## src/rtl/ser_strobe_port.sv

```systemverilog
module ser_strobe_port #(
  parameter int PIN_W  = 4,
  parameter int XFER_W = 8
) (
  input  logic              clk,
  input  logic              rst_n,
  input  logic              mode_out,
  input  logic              strobe_out_en,
  input  logic              strobe_in_en,
  input  logic              tick_fall,
  input  logic              tick_rise,
  input  logic              wr_valid,
  input  logic [XFER_W-1:0] wr_data,
  output logic              wr_ready,
  output logic              rd_valid,
  output logic [XFER_W-1:0] rd_data,
  input  logic              rd_take,
  input  logic              sync_req,
  output logic              sync_done,
  input  logic              clr_buf,
  output logic              overrun,
  output logic [PIN_W-1:0]  pins_out,
  output logic              ready_out,
  input  logic [PIN_W-1:0]  pins_in,
  input  logic              ready_in
);
  localparam int CHUNKS = XFER_W / PIN_W;
  localparam int CW     = $clog2(CHUNKS + 1);

  logic [XFER_W-1:0] obuf, oshift, ishift;
  logic              obuf_full, sync_pend;
  logic [CW-1:0]     orem, icnt;

  assign wr_ready = !obuf_full;
  wire wr_accept = wr_valid && !obuf_full;
  wire drive     = mode_out && tick_fall;

  always_ff @(posedge clk) begin
    if (!rst_n) begin
      obuf <= '0; oshift <= '0; obuf_full <= 1'b0; orem <= '0;
      pins_out <= '0; ready_out <= 1'b0; sync_pend <= 1'b0; sync_done <= 1'b0;
    end else begin
      sync_done <= 1'b0;
      if (sync_req) sync_pend <= 1'b1;
      if (wr_accept) begin
        obuf      <= wr_data;
        obuf_full <= 1'b1;
      end
      if (drive) begin
        if (orem != '0) begin
          pins_out  <= oshift[PIN_W-1:0];
          oshift    <= oshift >> PIN_W;
          orem      <= orem - 1'b1;
          ready_out <= strobe_out_en;
        end else if (obuf_full) begin
          pins_out  <= obuf[PIN_W-1:0];
          oshift    <= obuf >> PIN_W;
          orem      <= CW'(CHUNKS - 1);
          obuf_full <= 1'b0;
          ready_out <= strobe_out_en;
        end else begin
          ready_out <= 1'b0;
          if (sync_pend || sync_req) begin
            sync_done <= 1'b1;
            sync_pend <= 1'b0;
          end
        end
      end
    end
  end

  wire              sample    = !mode_out && tick_rise && (!strobe_in_en || ready_in);
  wire [XFER_W-1:0] inext     = (ishift >> PIN_W) | (XFER_W'(pins_in) << (XFER_W - PIN_W));
  wire              word_done = sample && (icnt == CW'(CHUNKS - 1));

  always_ff @(posedge clk) begin
    if (!rst_n || clr_buf) begin
      ishift <= '0; icnt <= '0; rd_data <= '0; rd_valid <= 1'b0;
      overrun <= 1'b0;
    end else begin
      if (sample) begin
        ishift <= inext;
        icnt   <= word_done ? '0 : icnt + 1'b1;
      end
      if (word_done) begin
        rd_data  <= inext;
        rd_valid <= 1'b1;
        if (rd_valid && !rd_take) overrun <= 1'b1;
      end else if (rd_take) begin
        rd_valid <= 1'b0;
      end
    end
  end

  a_r1_pins_hold: assert property (@(posedge clk) disable iff (!rst_n)
    !drive |=> $stable(pins_out));
  a_r4_buffer_blocks: assert property (@(posedge clk) disable iff (!rst_n)
    (wr_valid && wr_ready) |=> !wr_ready);
  a_r5_sync_drained: assert property (@(posedge clk) disable iff (!rst_n)
    sync_done |-> (!ready_out && orem == '0));
  a_r8_word_held: assert property (@(posedge clk) disable iff (!rst_n)
    (rd_valid && !rd_take && !clr_buf) |=> rd_valid);
  a_r9_overrun_sticky: assert property (@(posedge clk) disable iff (!rst_n)
    (overrun && !clr_buf) |=> overrun);
  a_r10_clear_empties: assert property (@(posedge clk) disable iff (!rst_n)
    clr_buf |=> (!rd_valid && !overrun));
endmodule

```

## config.mk

```make
export PLATFORM = sky130hd
export DESIGN_NAME = ser_strobe_port
export DESIGN_NICKNAME = d
export VERILOG_FILES = /design/src/rtl/ser_strobe_port.sv
export SDC_FILE = /design/constraint.sdc
export NUM_CORES = 1
export LEC_CHECK = 0
export ABC_AREA = 0
export CAP_MARGIN = 20
export CORE_MARGIN = 2
export CORE_UTILIZATION = 35
export DETAILED_ROUTE_END_ITERATION = 12
export DONT_BUFFER_PORTS = 1
export SLEW_MARGIN = 20
export SYNTH_ARGS = -nofsm -noshare
export SYNTH_HDL_FRONTEND = slang
export SYNTH_SLANG_ARGS = --single-unit
```

## constraint.sdc

```tcl
create_clock -name clk -period 2.7 [get_ports clk]
set_input_delay 0.54 -clock clk [delete_from_list [all_inputs] [get_ports clk]]
set_output_delay 0.54 -clock clk [all_outputs]
set_load 0.02 [all_outputs]
```

## After elaboration in Yosys (flattened, before gate mapping)

Index checks and enable logic that the tools add are counted.
W data, S select, Z words.

| word-level totals | value |
|---|---|
| flip-flop bits (word level) | 46 |
| input bits | 24 |
| output and inout bits | 17 |
| word-level logic and storage cells | 60 |

| operators by class | value |
|---|---|
| add/sub/neg operators | 2 |
| equality and inequality tests | 1 |
| mux-type cells | 21 |
| bitwise gates (word level) | 3 |
| reduce and logical (&&, ||, !) cells | 20 |

Operators by type and width:

| operator | count |
|---|---|
| $mux W8 | 2 |
| $mux W1 | 14 |
| $mux W4 | 2 |
| $or A4 B8 Y8 | 1 |
| $logic_and A1 B1 Y1 | 6 |
| $mux W2 | 3 |
| $reduce_bool A2 Y1 | 3 |
| $logic_not A1 Y1 | 5 |
| $reduce_and A2 Y1 | 2 |
| $reduce_or A4 Y1 | 1 |
| $logic_or A1 B1 Y1 | 3 |
| $add A2 B1 Y2 const B | 1 |
| $eq A2 B1 Y1 const B | 1 |
| $not A1 Y1 | 2 |
| $sub A2 B1 Y2 const B | 1 |

## Depth between registers and ports, before layout

Gate-level depths: netlist of run 1.

| logic depth | value |
|---|---|
| word-level depth | 6 |
| depth in mapped cells | 5 |
| gate-level depth less buffers | 4 |

## Least setup slack after synthesis of run 1

Ideal clock, no wire load.

| path | value |
|---|---|
| kind | input port to flip-flop |
| from | input port mode_out |
| to | register icnt[1] |
| setup time | 0.070 ns |
| arrival | 1.259 ns |
| required time | 2.630 ns |
| path slack | 1.371 ns |
| stages on the path | 3 |
| path buffers | 0 |
| cells stage by stage | nand2b_4 or4_1 a21oi_1 |

| on the way | value |
|---|---|
| cells in the longest elaborated chain, start to end | 5 |

Ends and longest elaborated chain:

| element | RTL line | text |
|---|---|---|
| start, declared | 7 | `input logic mode_out,` |
| $logic_not A1 Y1 (*) | 72 | `wire sample = !mode_out && tick_rise && (!strobe_in_en \|\| ready_in);` |
| $logic_and A1 B1 Y1 (*) (2 in a row) | 72 |  |
| $logic_and A1 B1 Y1 | 74 | `wire word_done = sample && (icnt == CW'(CHUNKS - 1));` |
| $mux W2 | 83 | `icnt <= word_done ? '0 : icnt + 1'b1;` |
| end signal, assigned | 83 |  |
| end, declared | 32 | `logic [CW-1:0] orem, icnt;` |

Mark *: on every way between the ends. The rest lies on a longest branch, timed or not.
A chain may end at the register's enable or synchronous reset.

## Final worst setup path of run 1

| path | value |
|---|---|
| from | register obuf_full |
| to | output port wr_ready |

| on the way | value |
|---|---|
| cells in the longest elaborated chain, start to end | 1 |

Ends and longest elaborated chain:

| element | RTL line | text |
|---|---|---|
| start, declared | 31 | `logic obuf_full, sync_pend;` |
| start signal, assigned | 40 | `obuf <= '0; oshift <= '0; obuf_full <= 1'b0; orem <= '0;` |
| start signal, assigned | 47 | `obuf_full <= 1'b1;` |
| start signal, assigned | 59 | `obuf_full <= 1'b0;` |
| $logic_not A1 Y1 | 34 | `assign wr_ready = !obuf_full;` |
| end, declared | 14 | `output logic wr_ready,` |

No other way between the ends.

==> impl_results.md, run 1 <==
- Cells after synthesis: 173
- Post-Syn Area: 0.00155 sq mm
- EDFF count, synth: 0
- Worst-path clk slew: 0.07 ns
- Via count: 1172
- Net count reported at finish: 196
- Root buffer cell: clkbuf_8
- Distinct cells, synth: 29
- Pin count of the biggest net entering global routing: 25
- Register area share after synthesis: 0.492
- CTS tree: built
- VDD IR max: 0.249 mV
- Num ports: 41
- Hold Slack: 0.392 ns
- Setup bufs post-CTS: 0
- RSZ-0062 raised after global routing: false
- Die Width: 70.5 um
- Pwr dens: 668 mW/mm^2
- Antenna cells: 0
- Yosys Warn Count: 0
- Vias in the first global route: 1197
- Slowest cell on the critical path: dfxtp_1
- Starting Density: 0.360
- GR Overflow Total: 0
- First-pass GRT wire length: 5260 um
- Kind of cell adding the most delay to the critical path: flip-flops
- Leading post-synthesis cells by cell area: dfxtp_1 (49%), nand2_1 (9.9%), mux2i_1 (7.8%)
- Num CTS Buffers: 5
- GPL Wtd Cong: 0.838
- Clk_lat worst skew: 0.28 ns
- DRC viols: 0
- H-Tree Level Count: 2
- I/O Buffers: 0
- Most used routing layer: met2
- Clock tree buffer depth: 2
- Commonest non-fill, non-tap cell in the layout: nand2_1
- Slew @ Worst Pin: 0.568 ns
- Commonest non-fill, non-tap cells in the layout: nand2_1 (41), dfxtp_1 (38), a21boi_0 (13)
- Syn_nets: 198
- Leak pwr: 0.661 nW
- Die Outline Area: 0.00497 sq mm
- Post-layout min period: 1.59 ns
- Core area: 0.00429 sq mm
- GR Util met2: 0.233
- Worst path bufs/invs: 1
- Met3 Usage GRT: 0.0491
- Vias per inst: 5.23
- Rel. slew slack: 0.620
- Final WL: 3060 um
- Final Hold Fails: 0
- Tightest Hold Check Type: input port to flip-flop
- Util after Layout: 0.391
- Required time of the critical path: 2.16 ns
- Drt first pass iters: 4
- Post-synth ARST share: 0
- Final Skew: 0.00334 ns
- Total power: 1.12 mW
- Antenna Nets Post-Route: 0
- Slew Limit Fails: 0
- Prevailing post-synth register cell: dfxtp_1
- Met1 usage: 0.146
- Max incr delay on CP: 0.55 ns
- Crit-path cells: inv_1
- Register bit total from synthesis: 38
- Crit path capture type: primary output
- Initial antenna violation count: 0
- Critical path class: flip-flop to primary output
- HPWL Detailed: 2250 um
- Area share of the largest cell type after synthesis: 0.492
- Area delta synth->final: 8.49%
- TritonCTS Sinks: 38
- Vert. Die Dim: 70.5 um
- Status: finished clean
- Wire length per cell: 13.7 um
- Layout cells sized above 1: 0.0872
- GRT Total Usage: 0.135
- FP Rows: 24
- Worst-path fanout max: 12
- Final setup fails: 0
- Largest area contributor in the netlist: dfxtp_1
- TNS Setup: 0 ns
- Fin crit share: 0.587
- Avg Inst Size Synth: 8.95 sq um
- Initial DRC count: 27
- Fmax: 0.631 GHz
- Arrival time at the worst endpoint: 1.05 ns
- Worst Setup Start Kind: flip-flop
- Max-cap violations: 0
- Post-cts resize count: 0
- Hold_buf cts: 0
cell usage after synthesis, drive strengths merged (2+ instances only):
cell,n
nand4,4
a21oi,12
nor2b,3
nor2,2
dfxtp,38
or4,2
nand3b,2
nand2,41
a21boi,13
inv,2
nand2b,5
buf,6
nand3,6
mux2i,12
o21ai,12
clkbuf,4
power by group:
group	switching [mW]	internal, mW	leakage (nW)	total (mW)
Combinational	0.0362	0.0253	0.294	0.0615
Clock	0.194	0.272	0.0579	0.466
Sequential	0.0174	0.577	0.309	0.594
metal layers:
layer	wire [um]	up-vias
met3	234	4
met5	0	-
li1	-	590
met1	1310	540
met2	1480	38
met4	34	0
sequential cells by signal (all words and copies together), names as in the netlist:
register and cells:
orem 2, oshift 4, obuf 8, obuf_full 1, pins_out 4, icnt 2, sync_pend 1, ready_out 1
sync_done 1, ishift 4, rd_data 8, rd_valid 1, overrun 1
kinds of logic after synthesis:
logic type / synth area share
multiplexers: 0.0776
AND/OR/NAND/NOR: 0.212
flip-flops: 0.492
adder cells (fa/ha/maj): 0.00808
buffers and inverters: 0.0372
AO/OA/AOI/OAI: 0.174
through the flow:
stage	setup WS, ns	cells	area [sq um]
2_1_floorplan	1.37	173	1550
3_5_place_dp	1.03	216	1570
5_1_grt	1.02	224	1680
6_report	1.11	224	1680
4_1_cts	1.11	224	1680
3_3_place_gp	1.10	216	1570
worst register-to-register path: cells and delay by family, from the launching register on:
kind                     cells  cell delay, ns
AO/OA/AOI/OAI                1            0.37
AND/OR/NAND/NOR              1            0.42
adder cells (fa/ha/maj)      1            0.20
flip-flops                   1            0.36
final cells by class:
type,count,area (sq um)
Clock buffer,5,68.8
Clock inverter,3,40.0
Fill cell,449,2620
Inverter,2,7.51
Multi-Input combinational cell,123,729
Sequential cell,38,761
Tap cell,52,65.1
Timing Repair Buffer,1,7.51
path summary, 6_finish.rpt:
check | cells after the start | slack (ns) | from | to
max reg2reg | 3 | 1.27 | icnt[0] | overrun
max | 1 | 1.11 | obuf_full | wr_ready
min | 2 | 0.39 | rst_n | obuf_full
min reg2reg | 2 | 0.46 | ishift[7] | rd_data[3]
(Power assumes the default switching activity.)
==> inputs of run 2 (changes only) <==
ABC_AREA = 1   (was 0)
clock period = 1.4 ns   (was 2.7 ns; I/O delays follow)
==> run 2 against run 1 <==
  * Cell count up 18%
  * Non-clock buffer count up 3
  * Power up 90%
  * Critical endpoint is now icnt[1]
  * Clock skew up 0.0041 ns
  * Clock-buffer cell count up 1
  * Largest cell class unchanged
  * Die area up 2.7%
  * Combinational power rose to 3.0 times the previous value
  * Highest routed layer unchanged
  * Hold slack worse by 0.28 ns
  * Largest power group unchanged
  * Core utilization up 0.61 points
  * Global-route usage down 0.75 points
  * Synthesized cell count up 20%
  * Setup slack worse by 0.89 ns
==> impl_results.md, run 2 <==
- Status: finished clean (unchanged)
- Setup bufs post-CTS: 0 (unchanged)
- Syn_nets: 232 (was 198)
- HPWL Detailed: 2200 um (was 2250 um)
- First-pass GRT wire length: 5130 um (was 5260 um)
- Slew Limit Fails: 0 (unchanged)
- Post-layout min period: 1.18 ns
- Prevailing post-synth register cell: dfxtp_1 (unchanged)
- Net count reported at finish: 236 (was 196)
- Num CTS Buffers: 5 (unchanged)
- Cells after synthesis: 207 (was 173)
- Worst Setup Start Kind: flip-flop (unchanged)
- TNS Setup: 0 ns (unchanged)
- Pin count of the biggest net entering global routing: 19 (was 25)
- Clk_lat worst skew: 0.29 ns (was 0.28 ns)
- Share of total power in the clock network: 0.369 (was 0.415)
- Fill count: 444 (was 449)
- FP Rows: 24 (unchanged)
- DRC viols: 0 (unchanged)
- Final setup fails: 0 (unchanged)
- Yosys Warn Count: 0 (unchanged)
- Starting Density: 0.366 (was 0.360)
- GRT Total Usage: 0.127 (was 0.135)
- Worst-path fanout max: 7 (was 12)
- I/O Buffers: 0 (unchanged)
- Logic pwr share: 0.087 (was 0.055)
- Layout cells sized above 1: 0.160 (was 0.0872)
- Num ports: 41 (unchanged)
- Core area: 0.00435 sq mm (was 0.00429 sq mm)
- Slew @ Worst Pin: 0.374 ns (was 0.568 ns)
- Die Width: 71.4 um (was 70.5 um)
- Vias in the first global route: 1170 (was 1197)
- Tightest Hold Check Type: input port to flip-flop (unchanged)
- Drt first pass iters: 4 (unchanged)
- Initial antenna violation count: 0 (unchanged)
- Post-synth ARST share: 0 (unchanged)
- Hold_buf cts: 0 (unchanged)
- Area share of the largest cell type after synthesis: 0.478 (was 0.492)
- Most common cell in the synthesized netlist: nand2_1 (unchanged)
- Rel. slew slack: 0.750 (was 0.620)
- Via count: 1239 (was 1172)
- Required time of the critical path: 1.58 ns (was 2.16 ns)
- TritonCTS Sinks: 38 (unchanged)
- Largest area contributor in the netlist: dfxtp_1 (unchanged)
- Fin crit share: 0.839
- Leak pwr: 0.677 nW (was 0.661 nW)
- Post-Syn Area: 0.00159 sq mm (was 0.00155 sq mm)
- RSZ-0062 raised after global routing: false (unchanged)
- Fmax: 0.851 GHz
- Initial DRC count: 47 (was 27)
- Pwr dens: 1230 mW/mm^2 (was 668 mW/mm^2)
- Register area share after synthesis: 0.478 (was 0.492)
- VDD IR max: 0.444 mV (was 0.249 mV)
- Commonest non-fill, non-tap cell in the layout: nand2_1 (unchanged)
- Arrival time at the worst endpoint: 1.36 ns (was 1.05 ns)
- Clock tree buffer depth: 2 (unchanged)
- Antenna Nets Post-Route: 0 (unchanged)
- EDFF count, synth: 0 (unchanged)
- Die Outline Area: 0.00510 sq mm (was 0.00497 sq mm)
- Post-cts resize count: 0 (unchanged)
- GR Overflow Total: 0 (unchanged)
- Switching pwr: 540 uW (was 248 uW)
- Hold Slack: 0.111 ns (was 0.392 ns)
- Util after Layout: 0.397 (was 0.391)
- Distinct cells, synth: 21 (was 29)
- Sequential power share: 0.544 (was 0.530)
- Most instantiated cells after synthesis: nand2_1 (39), dfxtp_1 (38), nor2_1 (35), inv_1 (20) (was nand2_1 (41), dfxtp_1 (38), a21boi_0 (13))
- Largest registers: obuf (8), rd_data (8) (unchanged)
- Avg Inst Size Synth: 7.69 sq um (was 8.95 sq um)
- Root buffer cell: clkbuf_8 (unchanged)
- Post-layout instance area: 0.00173 sq mm (was 0.00168 sq mm)
- GPL Wtd Cong: 0.771 (was 0.838)
- Final Skew: 0.00740 ns (was 0.00334 ns)
- DP Area: 0.00163 sq mm (was 0.00157 sq mm)
- Area delta synth->final: 8.65% (was 8.49%)
- Critical path class: flip-flop to flip-flop (was flip-flop to primary output)
- Vert. Die Dim: 71.4 um (was 70.5 um)
- Vias per inst: 4.69 (was 5.23)
- Max-cap violations: 0 (unchanged)
- Crit path capture type: flip-flop (was primary output)
- Net Sw Frac: 0.254 (was 0.221)
- Final Hold Fails: 0 (unchanged)
- Antenna cells: 0 (unchanged)
- Register bit total from synthesis: 38 (unchanged)
- Worst-path clk slew: 0.07 ns (about the same)
- Wire length per cell: 11.4 um (was 13.7 um)
- CTS tree: built (unchanged)
- Leading post-synthesis cells by cell area: dfxtp_1 (48%), nand2_1 (9.2%), nor2_1 (8.3%) (was dfxtp_1 (49%), nand2_1 (9.9%), mux2i_1 (7.8%))
- Final WL: 3020 um (was 3060 um)
- Cell-internal power: 1.59 mW (was 874 uW)
- Commonest non-fill, non-tap cells in the layout: nand2_1 (39), dfxtp_1 (38), nor2_1 (35) (was nand2_1 (41), dfxtp_1 (38), a21boi_0 (13))
- H-Tree Level Count: 2 (unchanged)
==> run 2: cell types whose count changed after synthesis, moves of 3 or more <==
cell / delta
a21oi_2: +10
inv_1: +18
mux2i_1: -12
nor2b_1: -3
nor2_1: +34
nor2_4: +3
clkbuf_1: -4
nand2b_1: -4
nand4_1: +5
a21boi_0: -13
nand2_2: +5
==> run 2: kinds of logic (layout without fill, tap and decap cells) <==
| kind of cell | Yosys count | count (layout) | synth area share |
|---|---|---|---|
| AND/OR/NAND/NOR | 100 | 100 | 0.283 |
| AO/OA/AOI/OAI | 38 | 38 | 0.143 |
| flip-flops | 38 | 38 | 0.478 |
| buffers and inverters | 30 | 35 | 0.0880 |
| adder cells (fa/ha/maj) | 1 | 1 | 0.00786 |
==> run 2: path summary, 6_finish.rpt <==
check | to | slack, ns | cells after the start | start
worst max-delay path | icnt[1] | 0.22 | 5 | icnt[0]
worst min-delay path | pins_out[1] | 0.11 | 2 | rst_n
worst max register to register | icnt[1] | 0.22 | 5 | icnt[0]
worst min register to register | obuf[4] | 0.46 | 2 | obuf[4]
==> run 2: metal layers <==
metal | global-route usage | part of all wire | vias up
li1 | - | - | 671
met1 | 0.147 | 0.46 | 534
met2 | 0.206 | 0.46 | 29
met3 | 0.0549 | 0.064 | 5
met4 | 0.0566 | 0.021 | 0
met5 | 0 | 0 | -
==> run 2: power by group through the flow <==
stage               Clock, mW  Sequential [mW]  Combinational (mW)
CTS                     0.816             1.16               0.188
detailed placement          0             1.18               0.188
floorplan                   0             1.18               0.165
global route            0.850             1.16               0.218
global placement            0             1.18               0.187
finish                  0.784             1.16               0.185
==> run 2: stage by stage <==
stage | cells | power [mW] | setup WS [ns]
finish | 264 | 2.13 | 0.225
global route | 264 | 2.23 | 0.0733
CTS | 264 | 2.16 | 0.201
detailed placement | 256 | 1.37 | 0.218
global placement | 256 | 1.37 | 0.222
floorplan | 207 | 1.34 | 0.310
==> run 2: critical path, stage by stage (launching register included) <==
cell	delay, ns
dfxtp_1	0.36
ha_1	0.27
buf_4	0.19
nor2_1	0.05
o21ai_0	0.15
nor2_1	0.05
==> run 2: area by class of cell <==
cell class                 count  area, sq um  area share
clock buffer                   6         82.6      0.0478
clock inverter                 2         12.5     0.00724
inverter                      23         87.6      0.0507
multi-input combinational    139          691       0.399
sequential                    38          761       0.440
tap                           52         65.1      0.0376
timing repair buffer           4         30.0      0.0174
